$ cat config.mk
export PLATFORM = sky130hd
export DESIGN_NAME = dma_agen_top
export DESIGN_NICKNAME = d
export VERILOG_FILES = /design/src/rtl/dma_agen_pkg.sv /design/src/rtl/dma_agen_conv.sv /design/src/rtl/dma_agen_state.sv /design/src/rtl/dma_agen_map.sv /design/src/rtl/dma_agen_top.sv
export SDC_FILE = /design/constraint.sdc
export NUM_CORES = 1
export LEC_CHECK = 0
export ABC_AREA = 0
export BUFFER_PORTS_ARGS = -buffer_cell sky130_fd_sc_hd__buf_2
export CAP_MARGIN = 10
export CELL_PAD_IN_SITES_DETAIL_PLACEMENT = 1
export CELL_PAD_IN_SITES_GLOBAL_PLACEMENT = 2
export CORE_MARGIN = 2
export CORE_UTILIZATION = 33
export DETAILED_ROUTE_END_ITERATION = 8
export PLACE_DENSITY = 0.94
export RECOVER_POWER = 25
export SLEW_MARGIN = 25
export SYNTH_ARGS = -nofsm -noshare
export SYNTH_HDL_FRONTEND = slang
export SYNTH_SLANG_ARGS = --single-unit
$ cat constraint.sdc
create_clock -name clk -period 12.4 [get_ports clk]
set_input_delay 1.86 -clock clk [delete_from_list [all_inputs] [get_ports clk]]
set_output_delay 1.86 -clock clk [all_outputs]
set_load 0.01 [all_outputs]
$ cat src/rtl/dma_agen_pkg.sv
// Shared types and sizes for the DMA physical address generator.
package dma_agen_pkg;
    typedef enum logic {
        CH_BYTE = 1'b0,
        CH_WORD = 1'b1
    } ch_width_e;

    localparam int unsigned AGEN_ADDR_W = 16;
    localparam int unsigned AGEN_PAGE_W = 8;
endpackage

$ cat src/rtl/dma_agen_conv.sv
// Converts a software byte start address and byte count into register form.
// Also decides whether the request is legal.
// Assumes: inputs are sampled only while the load strobe is high. Pure combinational.
module dma_agen_conv
    import dma_agen_pkg::*;
#(
    parameter int unsigned ADDR_W = AGEN_ADDR_W,
    parameter int unsigned PAGE_W = AGEN_PAGE_W,
    localparam int unsigned PHYS_W = ADDR_W + PAGE_W,
    localparam int unsigned BCNT_W = ADDR_W + 2
) (
    input  ch_width_e          width,
    input  logic [PHYS_W-1:0]  start_addr,
    input  logic [BCNT_W-1:0]  byte_count,
    output logic [ADDR_W-1:0]  reg_addr,
    output logic [PAGE_W-1:0]  reg_page,
    output logic [ADDR_W-1:0]  reg_count,
    output logic               bad
);
    logic [BCNT_W-1:0] page_off;
    logic [BCNT_W:0]   end_off;
    logic [BCNT_W:0]   page_limit;
    logic [ADDR_W:0]   cnt_m1;
    logic              is_zero, overruns, misaligned;

    // Offset of the start address within its page, in bytes.
    always_comb begin
        if (width == CH_WORD) page_off = {1'b0, start_addr[ADDR_W:0]};
        else                  page_off = {2'b00, start_addr[ADDR_W-1:0]};
    end

    // Page size in bytes for the selected width.
    always_comb begin
        page_limit = '0;
        if (width == CH_WORD) page_limit[ADDR_W+1] = 1'b1;
        else                  page_limit[ADDR_W]   = 1'b1;
    end

    // Legality checks: zero count, page overrun, word misalignment.
    always_comb begin
        end_off    = {1'b0, page_off} + {1'b0, byte_count};
        is_zero    = (byte_count == '0);
        overruns   = (end_off > page_limit);
        misaligned = (width == CH_WORD) && (byte_count[0] || start_addr[0]);
        bad        = is_zero || overruns || misaligned;
    end

    // Register-form address, page and count.
    always_comb begin
        cnt_m1   = byte_count[ADDR_W:0] - 1'b1;
        reg_page = start_addr[PHYS_W-1:ADDR_W];
        if (width == CH_WORD) begin
            reg_addr  = start_addr[ADDR_W:1];
            reg_count = cnt_m1[ADDR_W:1];
        end else begin
            reg_addr  = start_addr[ADDR_W-1:0];
            reg_count = cnt_m1[ADDR_W-1:0];
        end
    end
endmodule

$ cat src/rtl/dma_agen_state.sv
// Holds the channel's address, page, count and width.
// It advances them on each step and records load errors and in-page wraps.
// Assumes: load has precedence over step. A refused load changes only the error flag.
module dma_agen_state
    import dma_agen_pkg::*;
#(
    parameter int unsigned ADDR_W = AGEN_ADDR_W,
    parameter int unsigned PAGE_W = AGEN_PAGE_W
) (
    input  logic               clk,
    input  logic               rst_n,
    input  logic               load,
    input  logic               step,
    input  ch_width_e          ld_width,
    input  logic [ADDR_W-1:0]  ld_addr,
    input  logic [PAGE_W-1:0]  ld_page,
    input  logic [ADDR_W-1:0]  ld_count,
    input  logic               ld_bad,
    output ch_width_e          cur_width,
    output logic [ADDR_W-1:0]  cur_addr,
    output logic [PAGE_W-1:0]  cur_page,
    output logic [ADDR_W-1:0]  cur_count,
    output logic               err_q,
    output logic               wrap_q
);
    localparam logic [ADDR_W-1:0] ADDR_TOP = '1;

    logic take_load, take_step;

    // Decode which update applies this cycle.
    always_comb begin
        take_load = load && !ld_bad;
        take_step = step && !load;
    end

    // Address, page, count and width registers.
    always_ff @(posedge clk) begin
        if (!rst_n) begin
            cur_width <= CH_BYTE;
            cur_addr  <= '0;
            cur_page  <= '0;
            cur_count <= '0;
        end else if (take_load) begin
            cur_width <= ld_width;
            cur_addr  <= ld_addr;
            cur_page  <= ld_page;
            cur_count <= ld_count;
        end else if (take_step) begin
            cur_addr  <= cur_addr + 1'b1;
            cur_count <= cur_count - 1'b1;
        end
    end

    // Error flag follows the outcome of the latest load.
    always_ff @(posedge clk) begin
        if (!rst_n)    err_q <= 1'b0;
        else if (load) err_q <= ld_bad;
    end

    // One-cycle pulse after a step taken from the top of the page.
    always_ff @(posedge clk) begin
        if (!rst_n) wrap_q <= 1'b0;
        else        wrap_q <= take_step && (cur_addr == ADDR_TOP);
    end
endmodule

$ cat src/rtl/dma_agen_map.sv
// Maps the stored state to the physical byte address, the byte lanes and the residue.
// Assumes: physical space is PAGE_W+ADDR_W bits wide. Pure combinational.
module dma_agen_map
    import dma_agen_pkg::*;
#(
    parameter int unsigned ADDR_W = AGEN_ADDR_W,
    parameter int unsigned PAGE_W = AGEN_PAGE_W,
    localparam int unsigned PHYS_W = ADDR_W + PAGE_W
) (
    input  ch_width_e          width,
    input  logic [ADDR_W-1:0]  addr,
    input  logic [PAGE_W-1:0]  page,
    input  logic [ADDR_W-1:0]  count,
    output logic [PHYS_W-1:0]  phys,
    output logic [1:0]         lanes,
    output logic [ADDR_W:0]    residue
);
    logic [ADDR_W-1:0] units_left;

    // Physical address; a word channel drops page bit 0 and forces bit 0 low.
    always_comb begin
        if (width == CH_WORD) phys = {page[PAGE_W-1:1], addr, 1'b0};
        else                  phys = {page, addr};
    end

    // Byte lanes taking part in the current transfer.
    always_comb begin
        if (width == CH_WORD) lanes = 2'b11;
        else                  lanes = addr[0] ? 2'b10 : 2'b01;
    end

    // Remaining bytes, with the count's 16-bit wrap on the +1.
    always_comb begin
        units_left = count + 1'b1;
        if (width == CH_WORD) residue = {units_left, 1'b0};
        else                  residue = {1'b0, units_left};
    end
endmodule

$ cat src/rtl/dma_agen_top.sv
// DMA physical address generator for byte and word channels.
// Converts a software request on load, steps within the page, and exposes the physical address.
// Assumes: a single channel context; register decode and arbitration live outside.
module dma_agen_top
    import dma_agen_pkg::*;
#(
    parameter int unsigned ADDR_W = AGEN_ADDR_W,
    parameter int unsigned PAGE_W = AGEN_PAGE_W,
    localparam int unsigned PHYS_W = ADDR_W + PAGE_W,
    localparam int unsigned BCNT_W = ADDR_W + 2
) (
    input  logic               clk,
    input  logic               rst_n,
    input  logic               load,
    input  logic               width_sel,
    input  logic [PHYS_W-1:0]  start_addr,
    input  logic [BCNT_W-1:0]  byte_count,
    input  logic               step,
    output logic [PHYS_W-1:0]  phys_addr,
    output logic [1:0]         byte_lanes,
    output logic               word_mode,
    output logic               wrap_pulse,
    output logic               cfg_err,
    output logic [ADDR_W-1:0]  xfer_count,
    output logic [ADDR_W:0]    residue_bytes
);
    ch_width_e         ld_width, cur_width;
    logic [ADDR_W-1:0] ld_addr, ld_count, cur_addr, cur_count;
    logic [PAGE_W-1:0] ld_page, cur_page;
    logic              ld_bad;

    // Width select as the enumerated type.
    always_comb ld_width = width_sel ? CH_WORD : CH_BYTE;

    dma_agen_conv #(.ADDR_W(ADDR_W), .PAGE_W(PAGE_W)) u_conv (
        .width      (ld_width),
        .start_addr (start_addr),
        .byte_count (byte_count),
        .reg_addr   (ld_addr),
        .reg_page   (ld_page),
        .reg_count  (ld_count),
        .bad        (ld_bad)
    );

    dma_agen_state #(.ADDR_W(ADDR_W), .PAGE_W(PAGE_W)) u_state (
        .clk       (clk),
        .rst_n     (rst_n),
        .load      (load),
        .step      (step),
        .ld_width  (ld_width),
        .ld_addr   (ld_addr),
        .ld_page   (ld_page),
        .ld_count  (ld_count),
        .ld_bad    (ld_bad),
        .cur_width (cur_width),
        .cur_addr  (cur_addr),
        .cur_page  (cur_page),
        .cur_count (cur_count),
        .err_q     (cfg_err),
        .wrap_q    (wrap_pulse)
    );

    dma_agen_map #(.ADDR_W(ADDR_W), .PAGE_W(PAGE_W)) u_map (
        .width   (cur_width),
        .addr    (cur_addr),
        .page    (cur_page),
        .count   (cur_count),
        .phys    (phys_addr),
        .lanes   (byte_lanes),
        .residue (residue_bytes)
    );

    // Expose the stored width and count.
    always_comb begin
        word_mode  = (cur_width == CH_WORD);
        xfer_count = cur_count;
    end
endmodule

# Yosys cells after proc, flatten, opt, wreduce, memory -nomap -nowiden
# Cells that the tools add are included.
dict set report word_totals {
  out_inout_bits 62
  romBits 0
  mem_count 0
  mem_bits_rw 0
  latch_bits 0
  word_cells 38
  ff_bits 43
}
dict set report classes {
  bitwise 0
  mul 0
  add_sub_neg 5
  n_eq_ne 1
  n_shift 0
  n_reduce_logical 11
  mux 14
  n_lt_le_gt_ge 1
  n_div 0
}
# op count
set op_table {}
lappend op_table {{2-to-1 mux 16 bit} 6}
lappend op_table {{2-to-1 mux 17 bit} 3}
lappend op_table {{adder 16 x 1 -> 16 bit (second input constant)} 2}
lappend op_table {{adder 18 x 18 -> 19 bit} 1}
lappend op_table {{greater-than comparator 19 x 18 -> 1 bit} 1}
lappend op_table {{logical NOT 18 bit} 1}
lappend op_table {{subtractor 17 x 1 -> 17 bit (second input constant)} 1}
lappend op_table {{== test 16 bit (second input constant)} 1}
lappend op_table {{subtractor 16 x 1 -> 16 bit (second input constant)} 1}
lappend op_table {{logical AND 1 bit} 4}
lappend op_table {{2-to-1 mux 2 bit} 2}
lappend op_table {{logical OR 1 bit} 3}
lappend op_table {{2-to-1 mux 1 bit} 3}
lappend op_table {{logical NOT 1 bit} 2}
lappend op_table {{nonzero test 2 bit} 1}

# Longest topological paths before layout
# Gate-level depths: netlist (run 1).
dict set report logic_depth {
  depth_word 9
  ltp_mapped 23
  depth_no_buf 20
}

# Hierarchy
# A second synthesis (run 1) with hierarchy kept.
dict set report hier_totals {
  cells_unflattened 680
  area_unflattened_um2 5124.9
}
# module cells_each area_per_inst_um2 n_inst
set by_module_without_submodules {}
lappend by_module_without_submodules {dma_agen_state 266 2190.9 1}
lappend by_module_without_submodules {dma_agen_conv 288 1990.7 1}
lappend by_module_without_submodules {dma_agen_map 126 943.4 1}

# Worst setup path before layout (run 1)
# OpenSTA, ideal clock, no wires.
dict set report synth_timing {
  path_kind {input to register}
  start {input port start_addr[4]}
  end {register u_state.cur_addr[9]}
  required_ns 12.280
  n_path_buf 1
  slack_ns 6.894
  t_arrival_ns 5.386
  setup_time_ns 0.120
  cell_stages 21
  cell_sequence {ha_1 -> a21oi_1 -> and2_1 -> a21oi_2 -> o31a_1 -> o21a_1 -> o21ai_0 -> nand2b_1 -> a21oi_1 -> xnor2_1 -> ha_1 -> and4b_1 -> o221ai_1 -> a211oi_1 -> nand4_1 -> nor4_1 -> and4b_1 -> o21ai_2 -> buf_6 -> mux2i_1 -> o31a_1}
}
dict set report synth_via {
  elab_chain_cells 8
}
# item line
set synth_rtl {}
lappend synth_rtl {{start: declaration} dma_agen_top.sv:16} ;# input logic [PHYS_W-1:0] start_addr,
lappend synth_rtl {{2-to-1 mux 17 bit (*)} dma_agen_conv.sv:28} ;# if (width == CH_WORD) page_off = {1'b0, start_addr[ADDR_W:0]};
lappend synth_rtl {{adder 18 x 18 -> 19 bit (*)} dma_agen_conv.sv:41} ;# end_off = {1'b0, page_off} + {1'b0, byte_count};
lappend synth_rtl {{greater-than comparator 19 x 18 -> 1 bit (*)} dma_agen_conv.sv:43} ;# overruns = (end_off > page_limit);
lappend synth_rtl {{logical OR 1 bit (*) (2 in series)} dma_agen_conv.sv:45} ;# bad = is_zero || overruns || misaligned;
lappend synth_rtl {{logical NOT 1 bit (*)} dma_agen_state.sv:32} ;# take_load = load && !ld_bad;
lappend synth_rtl {{logical AND 1 bit (*)} dma_agen_state.sv:32}
lappend synth_rtl {{2-to-1 mux 16 bit or nonzero test 2 bit (tied branches)} --}
lappend synth_rtl {{end signal: assignment} dma_agen_state.sv:45} ;# cur_addr <= ld_addr;
lappend synth_rtl {{end signal: assignment} dma_agen_state.sv:49} ;# cur_addr <= cur_addr + 1'b1;
lappend synth_rtl {{end: declaration} dma_agen_state.sv:20} ;# output logic [ADDR_W-1:0] cur_addr,
# Mark *: on every way between the ends. The rest lies on a longest branch, timed or not.
# A chain may end at the register's enable or synchronous reset.

# Worst setup path after layout (run 1)
dict set report layout_timing {
  start {input port byte_count[4]}
  end {register u_state.cur_addr[6]}
}
dict set report layout_via {
  elab_chain_cells 7
}
# item line
set layout_rtl {}
lappend layout_rtl {{start: declaration} dma_agen_top.sv:17} ;# input logic [BCNT_W-1:0] byte_count,
lappend layout_rtl {{adder 18 x 18 -> 19 bit} dma_agen_conv.sv:41}
lappend layout_rtl {{greater-than comparator 19 x 18 -> 1 bit} dma_agen_conv.sv:43}
lappend layout_rtl {{logical OR 1 bit (*) (2 in series)} dma_agen_conv.sv:45}
lappend layout_rtl {{logical NOT 1 bit (*)} dma_agen_state.sv:32}
lappend layout_rtl {{logical AND 1 bit (*)} dma_agen_state.sv:32}
lappend layout_rtl {{2-to-1 mux 16 bit or nonzero test 2 bit (tied branches)} --}
# Marked as above.

==> summary.md, run 1 <==
| Metric | Value |
|---|---|
| Status | `completed` |
| Pwr dens | `101 mW/mm^2` |
| Met1 global-route usage | `29.5%` |
| First-pass GRT wire length | `27.2 mm` |
| Fraction of layout cells with a size suffix above 1 | `17.9%` |
| 1st-pass router iterations | `4` |
| CTS root buf | `clkbuf_16` |
| Max clock buf depth | `2` |
| Die Area | `0.0163 sq mm` |
| Ant. Diodes | `0` |
| Post-Route Setup TNS | `0 ps` |
| Syn Inst Count | `703` |
| Final Max Slew Viols | `0` |
| Register bit total from synthesis | `43` |
| Initial antenna violation count | `0` |
| Mapped cell area | `0.00504 sq mm` |
| Crit start category | `input pin` |
| Cts bufs inserted | `5` |
| WP data arrival | `6420 ps` |
| Starting Density | `33.5%` |
| Slew @ Worst Pin | `940 ps` |
| Top area cells in the synthesized netlist | `dfxtp_1 (17%), ha_1 (6.2%), a21oi_1 (5.8%)` |
| Core area | `0.0150 sq mm` |
| Fill cells | `1946` |
| Detailed Route WL | `16.6 mm` |
| Synth unique cells | `78` |
| CP max stage delay | `490 ps` |
| Global-route met2 utilization | `32.3%` |
| Grt peak-use layer | `met2` |
| Die W | `128 microns` |
| Commonest non-fill, non-tap cell in the layout | `buf_2` |
| Clock Sinks | `43` |
| Critical path's most frequent cell | `a211oi_1` |
| Worst min-delay path category | `flop to flop` |
| Clock skew | `8.02 ps` |
| Post-synthesis sequential area ratio | `17.1%` |
| Yosys top cell area share | `17.1%` |
| Design Power | `0.578 mW` |
| Max IR drop VDD | `0.0000483 V` |
| Worst path bufs/invs | `2` |
| Async set-reset flop share out of synthesis | `0%` |
| Final Hold Vio Count | `0` |
| Tcrit/Tclk final | `50.6%` |
| Most frequent cells in the layout | `buf_2 (83), nand2_1 (70), a21oi_1 (58), nor2_1 (57), dfxtp_1 (42)` |
| Post-CTS Setup Inserts | `0` |
| Number of gates resized after cts | `0` |
| Tot GR Track Use | `20.2%` |
| Total gr overflow | `0` |
| Final net count | `837` |
| Routed len/inst | `17.4 microns` |
| Mean post-synth cell area | `7.16 sq um` |
| RePlAce Congestion | `0.931` |
| EDFF count, synth | `0` |
| Num ports | `109` |
| Crit path time final | `6270 ps` |
| Pin count of the biggest net entering global routing | `68` |
| Reg clk slew, reported paths | `70 ps` |
| Cell taking the most area after synthesis | `dfxtp_1` |
| Max-cap viol count | `0` |
| Cts hold-fix bufs | `0` |
| CP Cell Sequence | `buf_2 > ha_1 > a21oi_1 > and2_1 > a21oi_2 > o31a_1 > o21a_1 > o21ai_0 > nand2b_1 > a21oi_1 > xnor2_1 > ha_1 > and4b_1 > o221ai_1 > a211oi_1 > nand4_1 > nor4_1 > and4b_1 > o21ai_4 > buf_4 > a211oi_1 > a211oi_1` |
| DR vias | `5451` |
| ANT nets after route | `0` |
| P&R area growth vs syn | `13.6%` |
| Clock latency on the worst-skew pair | `290 ps` |
| H-tree Lvls | `2` |
| Row cnt | `45` |
| IO Port Bufs | `108` |
| WP data required | `12540 ps` |
| Initial drt markers | `218` |
| CP delay by family, top | `compound AO/OA/AOI/OAI gates` |
| # DRC | `0` |
| Highest achievable clock rate | `159 MHz` |
| Vias per std cell | `5.72` |
| Endpoints failing setup | `0` |
| Crit Path Class | `input pin to flop` |
| RSZ-0062 raised after global routing | `false` |
| Most used DFF post-synth | `dfxtp_1` |
| Vias in the first global route | `5201` |
| CP endpoint kind | `flop` |
| Mapped Nets | `776` |
| Leak Pwr | `2.24 nW` |
| Crit Path Max Fanout | `67` |
| Post-DP HPWL | `12.8 mm` |
| Synth warn | `0` |
| Max_slew headroom | `36.9%` |
| GR Util met3 | `1.63%` |
| TritonCTS clock tree | `done` |
| Worst path slowest cell | `a211oi_1` |
| Die Ht | `128 microns` |
synthesized netlist by cell type (9+ instances only):
library cell  number
a211oi_1          32
a21oi_1           58
a31oi_1           12
and3_1            18
buf_4             11
clkbuf_1          36
dfxtp_1           43
ha_1              25
inv_1             23
mux2_2            23
mux2i_1           12
nand2_1           70
nand2b_1           9
nand3_1           34
nor2_1            57
nor2b_1           12
nor3_1            17
nor4_1            11
o21ai_0           36
xnor2_1           16
xor2_1            19
final timing paths:
check / startpoint / to / slack (ps) / cells after the start
setup / recovery: byte_count[4] / u_state.cur_addr[6]$_SDFFE_PN0P_ / 6130 / 22
hold / removal: u_state.cur_page[5]$_SDFFE_PN0P_ / u_state.cur_page[5]$_SDFFE_PN0P_ / 450 / 2
setup reg to reg: u_state.cur_count[2]$_SDFFE_PN0P_ / u_state.cur_count[13]$_SDFFE_PN0P_ / 9950 / 7
hold reg to reg: u_state.cur_page[5]$_SDFFE_PN0P_ / u_state.cur_page[5]$_SDFFE_PN0P_ / 450 / 2
sequential cells by signal, indices dropped and copies added (netlist names):
name and cells:
u_state.err_q 1, u_state.cur_page 8, u_state.cur_addr 16, u_state.wrap_q 1
u_state.cur_count 16, u_state.cur_width 1
cell type report:
type                       instances  area [sq um]  share of cell area, %
clock buffer                       6           139                   2.43
clock inverter                     2          38.8                  0.678
inverter                          23          86.3                   1.51
multi-input combinational        579          3820                   66.8
sequential                        43           862                   15.1
tap                              188           235                   4.11
timing repair buffer             112           536                   9.36
worst register-to-register path: stages (launching register included):
cell and delay [ps]:
dfxtp_1 460, or4_1 670, nor4_1 330, nand3b_1 210, nor4_1 350, nand2_1 110
o311ai_1 100, a21oi_1 60
through the flow:
step                      area [sq um]  setup WS, ps  util, %  cells  hold slack (ps)
after detailed placement          5580          5940     37.1    945              447
after CTS                         5760          6230     38.3    953              455
after floorplan                   5040          6890        -    703              434
after global routing              5720          5620     38.1    953              485
after global placement            5580          5980     37.1    945              446
final                             5720          6130     38.1    953              453
report_power, final:
part | internal, mW | switching, mW
combinational | 0.0954 | 0.135
clock | 0.101 | 0.0569
sequential | 0.154 | 0.0359
total | 0.351 | 0.227
kinds of logic (layout without fill, tap and decap cells):
group / after synthesis / count (layout) / synth area share, %
buf+inv: 81 / 143 / 7.13
compound gates: 215 / 215 / 28.5
simple gates: 266 / 266 / 26.6
flops: 43 / 43 / 17.1
mux: 37 / 37 / 7.98
xor+xnor: 35 / 35 / 6.09
fa+ha+maj: 26 / 26 / 6.61
metal layers:
layer	vias to the layer above	part of all wire (%)
met1	2643	51
met3	13	3.1
met5	-	0
met4	0	1.5
met2	94	45
li1	2701	-
(Power assumes the default switching activity.)
==> run 2: changes to the inputs <==
--- a/config.mk
+++ b/config.mk
@@ -11,9 +11,9 @@
 export CELL_PAD_IN_SITES_DETAIL_PLACEMENT = 1
 export CELL_PAD_IN_SITES_GLOBAL_PLACEMENT = 2
 export CORE_MARGIN = 2
-export CORE_UTILIZATION = 33
+export CORE_UTILIZATION = 28
 export DETAILED_ROUTE_END_ITERATION = 8
-export PLACE_DENSITY = 0.94
+export PLACE_DENSITY = 0.86
 export RECOVER_POWER = 25
 export SLEW_MARGIN = 25
 export SYNTH_ARGS = -nofsm -noshare
==> constraint.sdc (replaced) <==
create_clock -name clk -period 5.5 [get_ports clk]
set_input_delay 0.825 -clock clk [delete_from_list [all_inputs] [get_ports clk]]
set_output_delay 0.825 -clock clk [all_outputs]
set_load 0.01 [all_outputs]
==> run 2 against run 1 <==
Cell count rose by 5.0%; via count decreased by 0.51%; register-to-register slack lost 6900 ps; first-iteration DRC count up 11%; global-route usage down 2.7 points; non-clock buffer count rose by 7; cell area up 1.3%; power rose by 120%; clock-buffer cell count rose by 1; flip-flop and latch count unchanged; hold slack improved by 9.1 ps; critical endpoint is now u_state.cur_addr[5]$_SDFFE_PN0P_; largest power group unchanged; highest routed layer unchanged.
==> summary.md, run 2 (synthesized netlist as in run 1, its figures left out) <==
| Metric | Value |
|---|---|
| Crit start category | `input pin` |
| First-pass GRT wire length | `28.0 mm` |
| Core area | `0.0178 sq mm` |
| R2r setup slk | `3000 ps` |
| Place WS | `266 ps` |
| Die Area | `0.0191 sq mm` |
| Final Max Slew Viols | `0` |
| Worst Hold End | `u_state.cur_page[3]$_SDFFE_PN0P_` |
| Die Ht | `138 microns` |
| Vias in the first global route | `5215` |
| CP endpoint kind | `flop` |
| CP Cell Sequence | `buf_2 > ha_1 > a21oi_1 > and2_1 > a21oi_2 > o31a_1 > o21a_1 > o21ai_0 > nand2b_1 > a21oi_1 > xnor2_1 > ha_1 > and4b_1 > o221ai_1 > a211oi_1 > nand4_1 > nor4_1 > and4b_1 > o21ai_4 > buf_4 > a211oi_1 > a211oi_1` |
| TritonCTS clock tree | `done` |
| Num ports | `109` |
| Max clock buf depth | `2` |
| Source of the worst hold timing path | `u_state.cur_page[3]$_SDFFE_PN0P_` |
| Starting Density | `28.3%` |
| Worst min-delay path category | `flop to flop` |
| DP Area | `0.00569 sq mm` |
| Cts bufs inserted | `5` |
| Crit Path Class | `input pin to flop` |
| RePlAce Congestion | `0.840` |
| Max_slew headroom | `38.5%` |
| Fin Hold WS | `462 ps` |
| Commonest non-fill, non-tap cell in the layout | `buf_2` |
| Reg clk slew, reported paths | `60 ps` |
| Post-CTS Setup Inserts | `0` |
| CTS root buf | `clkbuf_16` |
| Clock skew | `6.25 ps` |
| Worst r2r src | `u_state.cur_count[2]$_SDFFE_PN0P_` |
| Initial antenna violation count | `0` |
| H-tree Lvls | `2` |
| Highest achievable clock rate | `204 MHz` |
| Pwr dens | `216 mW/mm^2` |
| Worst path slowest cell | `ha_1` |
| Final worst slack | `608 ps` |
| Clock Sinks | `43` |
| Crit path time final | `4890 ps` |
| ANT nets after route | `0` |
| Cell area after layout | `0.00580 sq mm` |
| WP data arrival | `5030 ps` |
| Detailed Route WL | `17.2 mm` |
| Final net count | `844` |
| Slew @ Worst Pin | `917 ps` |
| Ant. Diodes | `0` |
| # DRC | `0` |
| Crit Path Max Fanout | `21` |
| Post-DP HPWL | `13.7 mm` |
| Fill cells | `2254` |
| WP data required | `5640 ps` |
| CP max stage delay | `350 ps` |
| Row cnt | `49` |
| Final Hold Vio Count | `0` |
| Multi-input gate area | `0.00382 sq mm` |
| Tcrit/Tclk final | `89.0%` |
| Tot GR Track Use | `17.5%` |
| Leak Pwr | `2.26 nW` |
| Die W | `138 microns` |
| Worst path bufs/invs | `2` |
| Number of gates resized after cts | `0` |
| Worst R2R End | `u_state.cur_count[12]$_SDFFE_PN0P_` |
| P&R area growth vs syn | `15.1%` |
| R2R depth | `6` |
| Total gr overflow | `0` |
| Largest regs | `u_state.cur_addr: 16 flops, u_state.cur_count: 16 flops, u_state.cur_page: 8 flops` |
| Cts hold-fix bufs | `0` |
| Hold depth | `2` |
| CP delay by family, top | `compound AO/OA/AOI/OAI gates` |
| Initial drt markers | `241` |
| Pin count of the biggest net entering global routing | `46` |
| DR vias | `5423` |
| Post-Route Setup TNS | `0 ps` |
| Routed len/inst | `17.2 microns` |
| Endpoints failing setup | `0` |
| IO Port Bufs | `108` |
| FF+latch area | `862 sq um` |
| Vias per std cell | `5.42` |
| Clock latency on the worst-skew pair | `290 ps` |
| Max IR drop VDD | `0.000119 V` |
| Final Core Density | `32.6%` |
| Status | `completed` |
| Most frequent cells in the layout | `buf_2 (83), nand2_1 (70), a21oi_1 (58), nor2_1 (57), dfxtp_1 (42)` |
| Critical path's most frequent cell | `a211oi_1` |
| Max-cap viol count | `0` |
| Fraction of layout cells with a size suffix above 1 | `18.3%` |
| 1st-pass router iterations | `4` |
| RSZ-0062 raised after global routing | `false` |
-- run 2: worst register-to-register path, cell delays in order (launching register included) --
cell and delay [ps]:
dfxtp_1 460, or4_1 670, nor4_1 370, nor3b_2 380, nand2_1 120, xor2_1 160, a211oi_1 230
-- run 2: worst max-delay path by stage --
stage	start	end	slack, ps	cells past startpoint
2_1_floorplan	start_addr[4]	u_state.cur_addr[9]$_SDFFE_PN0P_	1030	21
3_3_place_gp	byte_count[4]	u_state.cur_count[12]$_SDFFE_PN0P_	400	22
3_5_place_dp	byte_count[4]	u_state.cur_addr[5]$_SDFFE_PN0P_	270	22
4_1_cts	byte_count[4]	u_state.cur_addr[5]$_SDFFE_PN0P_	560	22
5_1_grt	byte_count[11]	u_state.cur_count[4]$_SDFFE_PN0P_	210	22
6_report	byte_count[4]	u_state.cur_addr[5]$_SDFFE_PN0P_	610	22
-- run 2: area by class of cell --
type / instances / share of cell area, %
Sequential cell: 43 / 14.9
Clock inverter: 1 / 0.0863
Tap cell: 229 / 4.94
Inverter: 23 / 1.49
Multi-Input combinational cell: 579 / 66.0
Clock buffer: 7 / 2.29
Timing Repair Buffer: 119 / 10.4
-- run 2: per-layer routing --
metal	vias up	wire, microns	global-route usage (%)
met4	0	147	3.71
met3	5	447	1.32
li1	2726	-	-
met1	2604	8860	25.5
met5	-	0	0
met2	88	7750	28.4
-- run 2: stage by stage --
step | cells | total power [mW]
global placement | 993 | 0.965
floorplan | 703 | 0.784
CTS | 1001 | 1.26
detailed placement | 993 | 0.972
global route | 1001 | 1.33
finish | 1001 | 1.25
-- run 2: where the power goes --
group / internal [mW] / switching [mW]
registers: 0.348 / 0.0883
logic: 0.224 / 0.302
clock network: 0.168 / 0.120
total: 0.740 / 0.510
==> run 3: changes to the inputs <==
--- a/config.mk
+++ b/config.mk
@@ -10,7 +10,6 @@
 export CAP_MARGIN = 10
 export CELL_PAD_IN_SITES_DETAIL_PLACEMENT = 1
 export CELL_PAD_IN_SITES_GLOBAL_PLACEMENT = 2
-export CORE_MARGIN = 2
 export CORE_UTILIZATION = 28
 export DETAILED_ROUTE_END_ITERATION = 8
 export PLACE_DENSITY = 0.86
==> run 3 against run 2 <==
The flow now finishes with violations (max-capacitance violations, max-slew violations); hold slack lost 6.3 ps; cell count shrank 0.70%; flip-flop and latch count is the same; fmax shrank 2.4%; clock-buffer cell count shrank 1; sequential share of layout area is essentially flat; cell area grew 0.15%; register-to-register slack gained 70 ps; largest power group unchanged; highest routed layer unchanged.
==> summary.md, run 3 (synthesized netlist as in run 1, its figures left out) <==
| Metric | Value |
|---|---|
| Status | `complete, but fails checks` |
| Violated checks | `max-capacitance violations, max-slew violations` |
| Placed cells | `986` |
| Row cnt | `48` |
| Highest achievable clock rate | `199 MHz` |
| Place WS | `214 ps` |
| Leak Pwr | `2.27 nW` |
| Max-cap viol count | `1` |
| Die Ht | `136 microns` |
| Worst r2r src | `u_state.cur_count[2]$_SDFFE_PN0P_` |
| Clock Sinks | `43` |
| Hold depth | `2` |
| Worst R2R End | `u_state.cur_count[12]$_SDFFE_PN0P_` |
| Worst Hold End | `u_state.cur_page[7]$_SDFFE_PN0P_` |
| R2R depth | `6` |
| Vias per std cell | `5.43` |
| Most frequent cells in the layout | `buf_2 (83), nand2_1 (70), a21oi_1 (58), nor2_1 (57), dfxtp_1 (42)` |
| Vias in the first global route | `5293` |
| Commonest non-fill, non-tap cell in the layout | `buf_2` |
| CP endpoint kind | `flop` |
| TritonCTS clock tree | `done` |
| WP data required | `5680 ps` |
| IO Port Bufs | `108` |
| Clock skew | `7.91 ps` |
| Worst min-delay path category | `flop to flop` |
| Endpoints failing setup | `0` |
| Die W | `136 microns` |
| Post-DP HPWL | `13.6 mm` |
| Setup crit start | `byte_count[4]` |
| Core area | `0.0174 sq mm` |
| Tot GR Track Use | `19.1%` |
| Tcrit/Tclk final | `91.2%` |
| Design Power | `1.31 mW` |
| Routed len/inst | `17.7 microns` |
| Ant. Diodes | `0` |
| 1st-pass router iterations | `4` |
| Crit path time final | `5010 ps` |
| Starting Density | `28.9%` |
| Max_slew headroom | `-81.5%` |
| Crit start category | `input pin` |
| Final Hold Vio Count | `0` |
| Crit Path Max Fanout | `21` |
| Largest regs | `u_state.cur_addr: 16 flops, u_state.cur_count: 16 flops, u_state.cur_page: 8 flops` |
| Post-CTS Setup Inserts | `0` |
| Final Max Slew Viols | `61` |
| Fraction of layout cells with a size suffix above 1 | `18.3%` |
| P&R area growth vs syn | `15.3%` |
| Fin Hold WS | `456 ps` |
| Number of gates resized after cts | `0` |
| DR vias | `5400` |
| Num ports | `109` |
| Initial antenna violation count | `0` |
| Max clock buf depth | `2` |
| ANT nets after route | `0` |
| Pin count of the biggest net entering global routing | `61` |
| Final worst slack | `486 ps` |
| Cts hold-fix bufs | `0` |
| CTS root buf | `clkbuf_16` |
| Fin cells | `994` |
| Reg clk slew, reported paths | `60 ps` |
| Detailed Route WL | `17.6 mm` |
| Slew @ Worst Pin | `2720 ps` |
| Crit Path Class | `input pin to flop` |
| Source of the worst hold timing path | `u_state.cur_page[7]$_SDFFE_PN0P_` |
| WP data arrival | `5190 ps` |
| RePlAce Congestion | `0.841` |
| Fill cells | `2208` |
| Total gr overflow | `0` |
| First-pass GRT wire length | `28.2 mm` |
| Initial drt markers | `237` |
| R2r setup slk | `3070 ps` |
| H-tree Lvls | `2` |
| Max IR drop VDD | `0.000139 V` |
| # DRC | `0` |
| Post-Route Setup TNS | `0 ps` |
| Cts bufs inserted | `5` |
| Final net count | `841` |
| Clock latency on the worst-skew pair | `290 ps` |
| RSZ-0062 raised after global routing | `false` |
| Die Area | `0.0185 sq mm` |
| Pwr dens | `226 mW/mm^2` |
## run 3: layout make-up
type,count,area (sq um),share of cell area (%)
multi-input combinational,579,3820,65.9
sequential,43,862,14.8
timing repair buffer,116,578,9.96
tap,225,282,4.85
clock buffer,6,139,2.39
inverter,23,86.3,1.49
clock inverter,2,35.0,0.603
## run 3: worst max path at each step
| stage | end | slack, ps |
|---|---|---|
| finish | u_state.cur_count[0]$_SDFFE_PN0P_ | 490 |
| global route | u_state.cur_addr[5]$_SDFFE_PN0P_ | 70 |
| CTS | u_state.cur_addr[5]$_SDFFE_PN0P_ | 490 |
| detailed placement | u_state.cur_count[0]$_SDFFE_PN0P_ | 210 |
| global placement | u_state.cur_count[0]$_SDFFE_PN0P_ | 300 |
| floorplan | u_state.cur_addr[9]$_SDFFE_PN0P_ | 1030 |
## run 3: power by group
| group | switching (mW) | total, mW | leakage (nW) | internal [mW] |
|---|---|---|---|---|
| clock network | 0.124 | 0.350 | 0.0868 | 0.226 |
| registers | 0.0813 | 0.429 | 0.352 | 0.348 |
| logic | 0.310 | 0.534 | 1.83 | 0.223 |
## run 3: per-layer routing
| metal | GRT usage (%) | wire length (microns) | up-vias | share of wire (%) |
|---|---|---|---|---|
| met2 | 30.8 | 7830 | 93 | 45 |
| met5 | 0 | 0 | - | 0 |
| met3 | 2.09 | 539 | 21 | 3.1 |
| met4 | 5.19 | 312 | 0 | 1.8 |
| li1 | - | - | 2711 | - |
| met1 | 26.6 | 8870 | 2575 | 51 |
## run 3: stage by stage
step | area, sq um | util (%)
detailed placement | 5670 | 32.5
finish | 5810 | 33.3
CTS | 5840 | 33.5
global placement | 5670 | 32.5
floorplan | 5040 | -
global route | 5810 | 33.3
## run 3: critical path, stage by stage
cell      delay (ps)
buf_2            160
ha_1             360
a21oi_1          210
and2_1           200
a21oi_2          110
o31a_1           310
o21a_1           170
o21ai_0          140
nand2b_1          70
a21oi_1          180
xnor2_1           90
ha_1             290
and4b_1          180
o221ai_1         130
a211oi_1         200
nand4_1          120
nor4_1           310
and4b_1          300
o21ai_4          190
buf_4            290
and3_1           180
o21a_1           180
